File: src/rtl/errpin_pkg.sv
// Package: shared register addresses and key codes of the error pin controller.
package errpin_pkg;
    localparam int AW = 3;
    localparam logic [AW-1:0] A_KEY     = 3'd0;
    localparam logic [AW-1:0] A_PEN_SET = 3'd1;
    localparam logic [AW-1:0] A_PEN_CLR = 3'd2;
    localparam logic [AW-1:0] A_G1_CLR  = 3'd3;
    localparam logic [AW-1:0] A_G2_CLR  = 3'd4;
    localparam logic [AW-1:0] A_G3_CLR  = 3'd5;

    typedef enum logic [3:0] {
        KEY_NORMAL  = 4'h0,
        KEY_RELEASE = 4'h5,
        KEY_FORCE   = 4'hA
    } key_e;
endpackage

File: src/rtl/errpin_cfg.sv
// errpin_cfg: owns the group 1 pin-action enable register and decodes key writes
// into one-cycle command pulses. Assumes one write per cycle; unknown keys are dropped.
module errpin_cfg
    import errpin_pkg::*;
#(
    parameter int G1_CH = 8,
    parameter int DW    = 8
) (
    input  logic             clk,
    input  logic             rst_n,
    input  logic             wr_en,
    input  logic [AW-1:0]    wr_addr,
    input  logic [DW-1:0]    wr_data,
    output logic [G1_CH-1:0] pen_q,
    output logic             k_release,
    output logic             k_force,
    output logic             k_normal
);
    logic key_wr;
    logic [3:0] key_val;

    // Decode key register writes into command pulses.
    always_comb begin
        key_wr    = wr_en && (wr_addr == A_KEY);
        key_val   = wr_data[3:0];
        k_release = key_wr && (key_val == KEY_RELEASE);
        k_force   = key_wr && (key_val == KEY_FORCE);
        k_normal  = key_wr && (key_val == KEY_NORMAL);
    end

    // Pin-action enables: separate write-one-to-set and write-one-to-clear addresses.
    always_ff @(posedge clk) begin
        if (!rst_n)
            pen_q <= '0;
        else if (wr_en && wr_addr == A_PEN_SET)
            pen_q <= pen_q | wr_data[G1_CH-1:0];
        else if (wr_en && wr_addr == A_PEN_CLR)
            pen_q <= pen_q & ~wr_data[G1_CH-1:0];
    end

    // a set write never lowers a bit, a clear write never raises one
    a_r9_set_only_raises: assert property (@(posedge clk) disable iff (!rst_n)
        (wr_en && wr_addr == A_PEN_SET) |=> ((pen_q & $past(pen_q)) == $past(pen_q)));
    a_r9_clr_only_lowers: assert property (@(posedge clk) disable iff (!rst_n)
        (wr_en && wr_addr == A_PEN_CLR) |=> ((pen_q | $past(pen_q)) == $past(pen_q)));
endmodule

File: src/rtl/errpin_status.sv
// errpin_status: sticky per-channel event flags for one group, cleared by writing
// ones to the group's clear address. A same-cycle event wins over its clear.
module errpin_status
    import errpin_pkg::*;
#(
    parameter int            W        = 4,
    parameter int            DW       = 8,
    parameter logic [AW-1:0] CLR_ADDR = 3'd4
) (
    input  logic          clk,
    input  logic          rst_n,
    input  logic [W-1:0]  evt,
    input  logic          wr_en,
    input  logic [AW-1:0] wr_addr,
    input  logic [DW-1:0] wr_data,
    output logic [W-1:0]  stat_q
);
    logic [W-1:0] clr_mask;

    // Select the clear mask only on writes to this group's address.
    always_comb clr_mask = (wr_en && wr_addr == CLR_ADDR) ? wr_data[W-1:0] : '0;

    // Flag update: keep, clear on written ones, set on events.
    always_ff @(posedge clk) begin
        if (!rst_n) stat_q <= '0;
        else        stat_q <= (stat_q & ~clr_mask) | evt;
    end

    // every event is recorded at the next edge
    a_r10_event_recorded: assert property (@(posedge clk) disable iff (!rst_n)
        (|evt) |=> ((stat_q & $past(evt)) == $past(evt)));
    // without a clear write, flags never drop
    a_r10_sticky: assert property (@(posedge clk) disable iff (!rst_n)
        !(wr_en && wr_addr == CLR_ADDR) |=> ((stat_q & $past(stat_q)) == $past(stat_q)));
endmodule

File: src/rtl/errpin_timer.sv
// errpin_timer: holds the error pin low for at least LOW_CYCLES cycles after the latest
// failure and lets it rise once the hold time is over and a sticky release is pending.
// Assumes LOW_CYCLES >= 2. The counter saturates at its last value while waiting.
module errpin_timer #(
    parameter int LOW_CYCLES = 8
) (
    input  logic clk,
    input  logic rst_n,
    input  logic fail,
    input  logic k_release,
    input  logic k_force,
    input  logic k_normal,
    output logic pin_low_q
);
    localparam int CW = (LOW_CYCLES > 2) ? $clog2(LOW_CYCLES) : 1;
    localparam logic [CW-1:0] LAST = CW'(LOW_CYCLES - 1);

    logic [CW-1:0] cnt_q;
    logic          rel_q;
    logic          force_q;
    logic          start;
    logic          expired;
    logic          rise;

    // Combinational decisions: start of a low period and permission to rise.
    always_comb begin
        start   = fail || (k_force && !pin_low_q);
        expired = (cnt_q == LAST);
        rise    = pin_low_q && !start && expired && rel_q && !force_q;
    end

    // Pin state and hold-time counter.
    always_ff @(posedge clk) begin
        if (!rst_n) begin
            pin_low_q <= 1'b0;
            cnt_q     <= '0;
        end else if (start) begin
            pin_low_q <= 1'b1;
            cnt_q     <= '0;
        end else if (rise) begin
            pin_low_q <= 1'b0;
            cnt_q     <= '0;
        end else if (pin_low_q && !expired) begin
            cnt_q <= cnt_q + 1'b1;
        end
    end

    // Sticky release request: set by key, consumed when the pin rises.
    always_ff @(posedge clk) begin
        if (!rst_n)         rel_q <= 1'b0;
        else if (k_release) rel_q <= 1'b1;
        else if (rise)      rel_q <= 1'b0;
    end

    // Test forcing: armed only when the pin was high, ended by the normal key.
    always_ff @(posedge clk) begin
        if (!rst_n)                      force_q <= 1'b0;
        else if (k_force && !pin_low_q)  force_q <= 1'b1;
        else if (k_normal)               force_q <= 1'b0;
    end

    // the pin rises only after a full hold time with a release pending
    a_r2_rise_needs_hold: assert property (@(posedge clk) disable iff (!rst_n)
        $fell(pin_low_q) |-> ($past(cnt_q) == LAST && $past(rel_q)));
    // a failure always leaves the pin low with a fresh count
    a_r3_fail_restarts: assert property (@(posedge clk) disable iff (!rst_n)
        fail |=> (pin_low_q && cnt_q == '0));
    // the release is consumed by the rise unless re-written on that edge
    a_r6_release_consumed: assert property (@(posedge clk) disable iff (!rst_n)
        $fell(pin_low_q) |-> (!rel_q || $past(k_release)));
    // while forcing is armed the pin is low
    a_r7_force_holds_low: assert property (@(posedge clk) disable iff (!rst_n)
        force_q |-> pin_low_q);
endmodule

File: src/rtl/errpin_ctrl.sv
// errpin_ctrl: top of the error pin controller. Combines three groups of event
// inputs, group 1 pin-action masking, status flags, key decoding and the hold timer.
// Assumes every group width is at most DW and LOW_CYCLES >= 2.
module errpin_ctrl
    import errpin_pkg::*;
#(
    parameter int G1_CH      = 8,
    parameter int G2_CH      = 4,
    parameter int G3_CH      = 4,
    parameter int DW         = 8,
    parameter int LOW_CYCLES = 8
) (
    input  logic             clk,
    input  logic             rst_n,
    input  logic [G1_CH-1:0] g1_evt,
    input  logic [G2_CH-1:0] g2_evt,
    input  logic [G3_CH-1:0] g3_evt,
    input  logic             wr_en,
    input  logic [2:0]       wr_addr,
    input  logic [DW-1:0]    wr_data,
    output logic             err_n,
    output logic [G1_CH-1:0] g1_stat,
    output logic [G2_CH-1:0] g2_stat,
    output logic [G3_CH-1:0] g3_stat,
    output logic [G1_CH-1:0] g1_pin_en
);
    logic k_release, k_force, k_normal;
    logic fail;
    logic pin_low;

    errpin_cfg #(.G1_CH(G1_CH), .DW(DW)) u_cfg (
        .clk(clk), .rst_n(rst_n), .wr_en(wr_en), .wr_addr(wr_addr), .wr_data(wr_data),
        .pen_q(g1_pin_en), .k_release(k_release), .k_force(k_force), .k_normal(k_normal)
    );

    errpin_status #(.W(G1_CH), .DW(DW), .CLR_ADDR(A_G1_CLR)) u_st1 (
        .clk(clk), .rst_n(rst_n), .evt(g1_evt), .wr_en(wr_en), .wr_addr(wr_addr),
        .wr_data(wr_data), .stat_q(g1_stat)
    );
    errpin_status #(.W(G2_CH), .DW(DW), .CLR_ADDR(A_G2_CLR)) u_st2 (
        .clk(clk), .rst_n(rst_n), .evt(g2_evt), .wr_en(wr_en), .wr_addr(wr_addr),
        .wr_data(wr_data), .stat_q(g2_stat)
    );
    errpin_status #(.W(G3_CH), .DW(DW), .CLR_ADDR(A_G3_CLR)) u_st3 (
        .clk(clk), .rst_n(rst_n), .evt(g3_evt), .wr_en(wr_en), .wr_addr(wr_addr),
        .wr_data(wr_data), .stat_q(g3_stat)
    );

    // Failure: masked group 1 events plus every group 2 and group 3 event.
    always_comb fail = (|(g1_evt & g1_pin_en)) || (|g2_evt) || (|g3_evt);

    errpin_timer #(.LOW_CYCLES(LOW_CYCLES)) u_tmr (
        .clk(clk), .rst_n(rst_n), .fail(fail), .k_release(k_release),
        .k_force(k_force), .k_normal(k_normal), .pin_low_q(pin_low)
    );

    // Pin output is the inverted registered low state.
    always_comb err_n = ~pin_low;

    // a group 1 event without its enable, and no other event, never lowers a high pin
    a_r8_masked_no_effect: assert property (@(posedge clk) disable iff (!rst_n)
        (err_n && (g1_evt & g1_pin_en) == '0 && g2_evt == '0 && g3_evt == '0
         && !(wr_en && wr_addr == A_KEY)) |=> err_n);
    // reset leaves the pin high
    a_r1_reset_high: assert property (@(posedge clk) !rst_n |=> err_n);
endmodule

File: config.mk
export PLATFORM = sky130hd
export DESIGN_NAME = errpin_ctrl
export DESIGN_NICKNAME = d
export VERILOG_FILES = /design/src/rtl/errpin_pkg.sv /design/src/rtl/errpin_cfg.sv /design/src/rtl/errpin_status.sv /design/src/rtl/errpin_timer.sv /design/src/rtl/errpin_ctrl.sv
export SDC_FILE = /design/constraint.sdc
export NUM_CORES = 1
export LEC_CHECK = 0
export BUFFER_PORTS_ARGS = -buffer_cell sky130_fd_sc_hd__buf_2
export CORE_MARGIN = 1.5
export CORE_UTILIZATION = 40
export CTS_CLUSTER_DIAMETER = 40
export DETAILED_ROUTE_END_ITERATION = 10
export PLACE_DENSITY = 0.68
export SYNTH_ARGS = -nofsm -noshare
export SYNTH_HDL_FRONTEND = slang
export SYNTH_SLANG_ARGS = --single-unit
export TNS_END_PERCENT = 30
File: constraint.sdc
create_clock -name clk -period 2.2 [get_ports clk]
set_clock_uncertainty 0.05 [all_clocks]
set_input_delay 0.44 -clock clk [delete_from_list [all_inputs] [get_ports clk]]
set_output_delay 0.44 -clock clk [all_outputs]
set_load 0.05 [all_outputs]
### Yosys cells after proc, flatten, opt, wreduce, memory -nomap -nowiden

Cells that the tools add are included.

* equality and inequality tests: 8
* $lt $le $gt $ge: 0
* multipliers: 0
* bitwise operators: 15
* shifts and indexed selects: 0
* add/sub/neg operators: 1
* div/mod/pow operators: 0
* reductions and logical operators: 32
* multiplexer cells: 10

Operators with widths (number)
* bitwise AND 8 bit: 3
* 2-to-1 mux 8 bit: 3
* inverter 8 bit: 2
* OR 8 bit: 2
* logical AND 1 bit: 15
* equality test 3 bit (second input constant): 3
* bitwise AND 4 bit: 2
* 2-to-1 mux 4 bit: 2
* inverter 4 bit: 2
* OR 4 bit: 2
* nonzero test 2 bit: 4
* OR reduction 4 bit: 2
* OR reduction 8 bit: 1
* equality test 3 x 2 -> 1 bit (second input constant): 2
* 2-to-1 mux 1 bit: 5
* equality test 4 x 3 -> 1 bit (second input constant): 1
* equality test 4 bit (second input constant): 1
* logical NOT 1 bit: 4
* logical NOT 4 bit: 1
* adder 3 x 1 -> 3 bit (second input constant): 1
* equality test 3 x 1 -> 1 bit (second input constant): 1
* logical NOT 3 bit: 1
* logical OR 1 bit: 3
* OR reduction 3 bit: 1
* inverter 1 bit: 2

* memories kept: 0
* output and inout port bits: 25
* ROM bits: 0
* word-level logic and storage cells: 74
* bits in writable memories: 0
* input port bits: 30
* bits in latches: 0
* register bits after elaboration: 30

### Longest topological paths before layout

Gate-level depths: netlist of the first run.

* depth after elaboration: 12
* depth in mapped cells: 6
* depth with buffers taken out: 6

### Modules after synthesis

A second synthesis of the first run with hierarchy kept.

* cells, all modules: 147
* area, all modules: 1340.0 sq um

By module, submodules not included
* errpin_cfg: cells an instance 38, sequential area each 160.2 sq um, times used 1, area each 360.3 sq um
* errpin_timer: cells an instance 32, sequential area each 120.1 sq um, times used 1, area each 307.8 sq um
* errpin_status at u_st1: cells an instance 34, sequential area each 160.2 sq um, times used 1, area each 301.5 sq um
* errpin_status at u_st2: cells an instance 17, sequential area each 80.1 sq um, times used 1, area each 156.4 sq um
* errpin_status at u_st3: cells an instance 17, sequential area each 80.1 sq um, times used 1, area each 153.9 sq um
* errpin_ctrl: cells an instance 9, sequential area each 0.0 sq um, times used 1, area each 60.1 sq um

### Worst setup path after synthesis of the first run

Ideal clock, no wire load.

* path kind: input-to-reg
* start point: input wr_data[0]
* end point: register u_tmr.cnt_q[0]
* slack: 556 ps
* setup time: 115 ps
* stages: 4
* buffers on the path: 0
* arrival time: 1479 ps
* cell sequence: or4_4 > nor4_4 > nor4_1 > and2_1

* word-level cells in the longest chain between the ends: 10

RTL lines
* start: declaration: RTL line errpin_ctrl.sv:20 `input logic [DW-1:0] wr_data,`
* equality test 4 bit *: RTL line errpin_cfg.sv:27 `k_force = key_wr && (key_val == KEY_FORCE);`
* logical AND 1 bit *: RTL line errpin_cfg.sv:27
* logical AND 1 bit *: RTL line errpin_timer.sv:27 `start = fail || (k_force && !pin_low_q);`
* logical OR 1 bit *: RTL line errpin_timer.sv:27
* logical NOT 1 bit: RTL line errpin_timer.sv:29 `rise = pin_low_q && !start && expired && rel_q && !force_q;`
* logical AND 1 bit (4 in series): RTL line errpin_timer.sv:29
* OR reduction 3 bit (no source line) *
* end signal: assignment: RTL line errpin_timer.sv:44 `cnt_q <= cnt_q + 1'b1;`
* end: declaration: RTL line errpin_timer.sv:18 `logic [CW-1:0] cnt_q;`

Every way passes the cells marked *; elsewhere a longest branch is shown, timed or not.
A chain may end at the register's enable or synchronous reset.

### Worst setup path after layout of the first run

* start point: register u_tmr.pin_low_q
* end point: output err_n

* word-level cells in the longest chain between the ends: 1

RTL lines
* start: declaration: RTL line errpin_timer.sv:13 `output logic pin_low_q`
* start signal: assignment: RTL line errpin_timer.sv:35 `pin_low_q <= 1'b0;`
* start signal: assignment: RTL line errpin_timer.sv:38 `pin_low_q <= 1'b1;`
* start signal: assignment: RTL line errpin_timer.sv:41 `pin_low_q <= 1'b0;`
* inverter 1 bit: RTL line errpin_ctrl.sv:58 `always_comb err_n = ~pin_low;`
* end: declaration: RTL line errpin_ctrl.sv:21 `output logic err_n,`

No other way between the ends.

==> results of run 1 <==
-- how the worst min path moves through the flow --
stage	endpoint	slack, ns
finish	u_st3.stat_q[1]	0.28
floorplan	u_tmr.rel_q	0.40
global route	u_st1.stat_q[0]	0.27
global placement	flop	0.41
CTS	u_st3.stat_q[1]	0.27
detailed placement	flop	0.42
-- stage by stage --
stage          cells  power (uW)  instance area, um^2  setup slack, ns
2_1_floorplan    144         744                 1330            0.556
3_3_place_gp     241         827                 1670            0.370
3_5_place_dp     241         830                 1670            0.337
4_1_cts          249        1170                 1730            0.641
5_1_grt          249        1220                 1730            0.482
6_report         249        1160                 1730            0.656
-- critical path, stage by stage (launching register included) --
cell and delay (ns):
dfxtp_1 0.44, inv_1 0.08, buf_2 0.21
-- kinds of logic after synthesis --
group / share of synthesized area (%)
compound gates: 28.6
simple gates: 19.2
flops: 45.2
buf+inv: 2.35
xor+xnor: 1.32
mux: 1.51
fa+ha+maj: 1.88
-- layout make-up --
class	instances	share of cell area (%)
clock buffers	7	3.19
multi-input cells	106	40.5
well taps	44	3.19
repair buffers	58	17.4
inverters	3	0.653
clock inverters	1	0.290
flip-flops and latches	30	34.8
-- synth_stat cells, types with 2 or more instances --
master	instances	share of area [%]
nor3_1	2	0.75
nor2_1	5	1.4
inv_1	3	0.85
nand3_1	7	2.6
nor4_1	3	1.4
o21ai_0	2	0.75
a22oi_1	4	2.3
nand2b_1	2	0.94
dfxtp_1	30	45
o21a_1	17	9.6
nand2_1	20	5.6
xor2_1	2	1.3
ha_1	2	1.9
a21boi_0	25	14
nor2b_1	3	1.4
clkbuf_1	4	1.1
mux2i_1	2	1.5
-- metal layers --
metal	vias up	part of all wire (%)	track usage (%)
li1	639	-	-
met1	593	48	27.6
met2	25	47	33.2
met3	8	3.2	4.48
met4	0	1.9	9.32
met5	-	0	0
-- power by group through the flow --
| stage | combinational, uW | clock [uW] | sequential, uW |
|---|---|---|---|
| 2_1_floorplan | 66.9 | 0 | 677 |
| 3_3_place_gp | 234 | 0 | 593 |
| 3_5_place_dp | 237 | 0 | 593 |
| 4_1_cts | 237 | 347 | 581 |
| 5_1_grt | 254 | 379 | 584 |
| 6_report | 236 | 340 | 581 |
==> flow_summary_export.csv, run 1 <==
group,metric,value,unit
floorplan,die_w,60.7,um
critical_path,rr_worst_depth,6,
critical_path,crit_end,"err_n",
min_path,hold_depth,2,
sta,fmax,0.647,GHz
final_layout,syn_to_final_growth,29.7,%
sta,holdWs,0.279,ns
power,p_int,798,uW
route,drc,0,
cts,cts-hold-fix-buffers,0,
route,first_pass_iters,4,
cts,postCtsSetupBuffers,0,
route,drt_iter0_markers,32,
final_layout,final_common_cell,"buf_2",
floorplan,core-area,3100,um^2
final_layout,drive_gt1_share,33.2,%
placed_design,post-dp-hpwl,2580,um
critical_path,r2r_slack,0.66,ns
route,routed_via_density,5.08,
synth,synthArstFlopShare,0,%
min_path,hold_class,"input port to flop",
final_layout,multi_input_area,698,um^2
global_routing,grt_pass1_wl,5560,um
sta,tightest_slew,0.493,ns
route,ant_nets,0,
critical_path,end_kind,"output pin",
sta,setup_viol,0,
cts,cts_buffer_depth,2,
floorplan,fp.dieH,60.7,um
sta,final.setup.tns,0,ns
final_layout,fill_cells,307,
cts,clk_pin_slew_worst_paths,0.09,ns
power,sw_frac_of_total,31.1,%
route,wl,3410,um
cts,cts_tree,"yes",
critical_path,worstSetupStartpoint,"u_tmr.pin_low_q",
sta,fin_crit_sh,70.2,%
route,wl_per_cell,13.7,um
sta,drv_slew,0,
synth,ys_seq_elements,30,
global_routing,grt_start_max_net_pins,17,
final_layout,utilization,55.6,%
cts,cts_root_buffer,"clkbuf_4",
critical_path,crit_required,1.71,ns
cts,cts_resized,0,
cts,h-tree-depth,2,
floorplan,io_pins,55,
synth,synth_edf_count,0,
final_layout,antenna_cells,0,
final_layout,ff_latch_area,601,um^2
run,maxCapViolCount,0,
cts,cts_sinks,30,
placed_design,gp_congestion,0.756,
synth,syn_area,1330,um^2
power,p_clk_share,29.4,%
synth,syn_nets,176,
power,p_leak,0.000769,uW
cts,clk_latency,0.33,ns
sta,slew_headroom,66.9,%
synth,syn_area_per_cell,9.24,um^2
power,pwr-share-seq,50.2,%
min_path,hp-start,"g3_evt[1]",
power,power.density,671,nW/um^2
global_routing,gr-usage-all-layers,21.0,%
sta,rsz0062_at_grt,"no",
run_status,status,"complete, no violations",
route,via_count,1265,
floorplan,start_util,42.9,%
global_routing,grt_pass1_vias,1228,
power,comb_power_share,20.4,%
placed_design,port_buffers,54,
critical_path,r2r_end,"u_tmr.cnt_q[2]",
final_layout,finalNetCount,236,
global_routing,grt.overflow.total,0,
sta,min_period,1.54,ns
final_layout,layout_common_cells,"54 x buf_2, 30 x dfxtp_1, 25 x a21boi_0",
cts,cts_made_buffers,5,
power,vdd_ir_drop_max,0.000408,V
critical_path,critPathKind,"flop to output pin",
critical_path,r2r-start,"u_tmr.cnt_q[0]",
synth,synthCells,144,
synth,ys_seq_area_share,45.2,%
synth,ys_types,28,
power,p_switching,360,uW
floorplan,die_area,3680,um^2
floorplan,rows,20,
critical_path,path_max_fanout,4,
critical_path,cp.arrival,1.05,ns
synth,yosys_warnings,0,
sta,hold_viol,0,
global_routing,antenna_found_initial,0,
synth,ys.flop_type,"dfxtp_1",
critical_path,worst_setup_path_start_kind,"flop",
(Power assumes the default switching activity.)
==> run 2: changes to the inputs <==
PLACE_DENSITY = 0.71   (was 0.68)
clock period = 1.4 ns   (was 2.2 ns; I/O delays follow)
==> run 2 against run 1 <==
Register-to-register slack worse by 0.65 ns. Clock-buffer cell count is the same. Global-route usage increased by 1.1 points. Core utilization rose by 5.5 points. Clock power rose by 54%. Cell area increased by 9.9%. Sequential share of layout area down 2.7 points. Flip-flop and latch count unchanged. Wire length is 10% higher. Critical path type is now flop to flop.
==> flow_summary_export.csv, run 2 (synthesis gave the netlist of run 1 again) <==
group,metric,value,unit
global_routing,grt_start_max_net_pins,17,
placed_design,gp_congestion,0.830,
sta,fmax,0.716,GHz
final_layout,finalNetCount,251,
floorplan,core-area,3100,um^2
power,vdd_ir_drop_max,0.000621,V
sta,hold_viol,0,
global_routing,gr-usage-all-layers,22.1,%
final_layout,syn_to_final_growth,42.5,%
power,p_switching,564,uW
global_routing,grt_pass1_wl,5800,um
route,routed_via_density,5.01,
critical_path,crit_required,1.62,ns
cts,cts_root_buffer,"clkbuf_4",
floorplan,start_util,42.9,%
cts,clk_latency,0.33,ns
cts,cts_buffer_depth,2,
sta,setup_viol,0,
power,p_total,1840,uW
final_layout,layout_common_cells,"54 x buf_2, 24 x a21boi_0, 24 x dfxtp_1",
power,p_leak,0.000842,uW
cts,cts_tree,"yes",
critical_path,cp.arrival,1.62,ns
cts,cts_made_buffers,5,
global_routing,grt_pass1_vias,1305,
critical_path,end_kind,"flop",
route,wl,3770,um
sta,rsz0062_at_grt,"yes",
power,sw_frac_of_total,30.7,%
route,first_pass_iters,4,
critical_path,crit_buf_inv,0,
final_layout,layout.cells.non_filler,264,
power,pwr-share-seq,49.6,%
floorplan,rows,20,
cts,cts_sinks,30,
route,ant_nets,0,
power,comb_power_share,21.9,%
sta,slew_headroom,78.3,%
cts,h-tree-depth,2,
cts,clk_pin_slew_worst_paths,0.09,ns
min_path,hold_class,"input port to flop",
global_routing,antenna_found_initial,0,
floorplan,die_w,60.7,um
sta,fin_crit_sh,99.8,%
critical_path,cp_cell_sequence,"ha_4 -> ha_4 -> nand4b_1 -> nand2_1 -> nor4_2 -> and2_1",
route,via_count,1323,
critical_path,critPathMostFrequentCell,"ha_4",
route,wl_per_cell,14.3,um
final_layout,antenna_cells,0,
critical_path,worst_setup_path_start_kind,"flop",
critical_path,max_stage_delay,0.35,ns
route,drc,0,
route,drt_iter0_markers,33,
global_routing,grt.overflow.total,0,
final_layout,final_common_cell,"buf_2",
final_layout,drive_gt1_share,42.7,%
run,maxCapViolCount,0,
sta,drv_slew,0,
placed_design,place_inst,256,
sta,holdWs,0.133,ns
floorplan,die_area,3680,um^2
critical_path,critPathSlowestCell,"dfxtp_2",
run_status,status,"complete, no violations",
cts,postCtsSetupBuffers,0,
sta,min_period,1.40,ns
placed_design,port_buffers,54,
critical_path,crit_family,"simple AND/OR/NAND/NOR gates",
critical_path,path_max_fanout,3,
critical_path,critPathKind,"flop to flop",
floorplan,io_pins,55,
power,power.density,970,nW/um^2
placed_design,post-dp-hpwl,2870,um
power,p_int,1270,uW
floorplan,fp.dieH,60.7,um
power,p_clk_share,28.4,%
sta,tightest_slew,0.324,ns
-- run 2: cell count changes in the layout (fill, tap and decap cells not counted), sizes merged --
cell / delta
buf: +15
-- run 2: power groups by stage --
stage | Clock (uW) | Combinational [uW] | Sequential, uW
floorplan | 0 | 105 | 1060
global placement | 0 | 390 | 930
detailed placement | 0 | 397 | 933
CTS | 545 | 402 | 913
global route | 584 | 428 | 918
finish | 523 | 403 | 913
-- run 2: repair_timing --
item / CTS / global route
endpoints found under the setup margin: 4 / 4
gates resized for setup: 10 / 1
pin swaps: 2 / 0
hold buffers: 0 / 0
-- run 2: worst register-to-register path, cell delays in order (launching register included) --
cell and delay, ns:
dfxtp_2 0.35, ha_4 0.17, ha_4 0.16, nand4b_1 0.12
nand2_1 0.08, nor4_2 0.22, and2_1 0.19
-- run 2: layer usage --
metal  global-route usage, %  share of wire (%)
met5                       0                  0
met4                    10.9                1.8
met3                    4.48                4.3
met2                    39.6                 53
met1                    24.7                 41
-- run 2: final cells by class --
type,count,area [um^2]
Multi-Input combinational cell,106,748
Clock buffer,7,55.1
Sequential cell,30,608
Fill cell,288,1210
Timing Repair Buffer,73,413
Inverter,3,11.3
Clock inverter,1,5.00
Tap cell,44,55.1
-- run 2: worst paths after layout --
| kind | from | slack [ns] | cells past startpoint | end |
|---|---|---|---|---|
| hold / removal | g1_evt[6] | 0.13 | 2 | u_st1.stat_q[6] |
| setup / recovery | u_tmr.cnt_q[1] | 0.003 | 6 | u_tmr.cnt_q[0] |
| setup reg to reg | u_tmr.cnt_q[1] | 0.003 | 6 | u_tmr.cnt_q[0] |
| hold reg to reg | flop | 0.43 | 2 | flop |
-- run 2: through the flow --
stage	setup slack (ns)	TNS, ns	cell area, um^2	utilization [%]
after floorplan	0.0244	0	1340	-
after global placement	-0.126	-0.512	1780	57.5
after detailed placement	-0.273	-0.979	1780	57.5
after CTS	0.00896	0	1890	60.8
after global routing	-0.0871	-0.290	1900	61.1
final	0.00269	0	1900	61.1
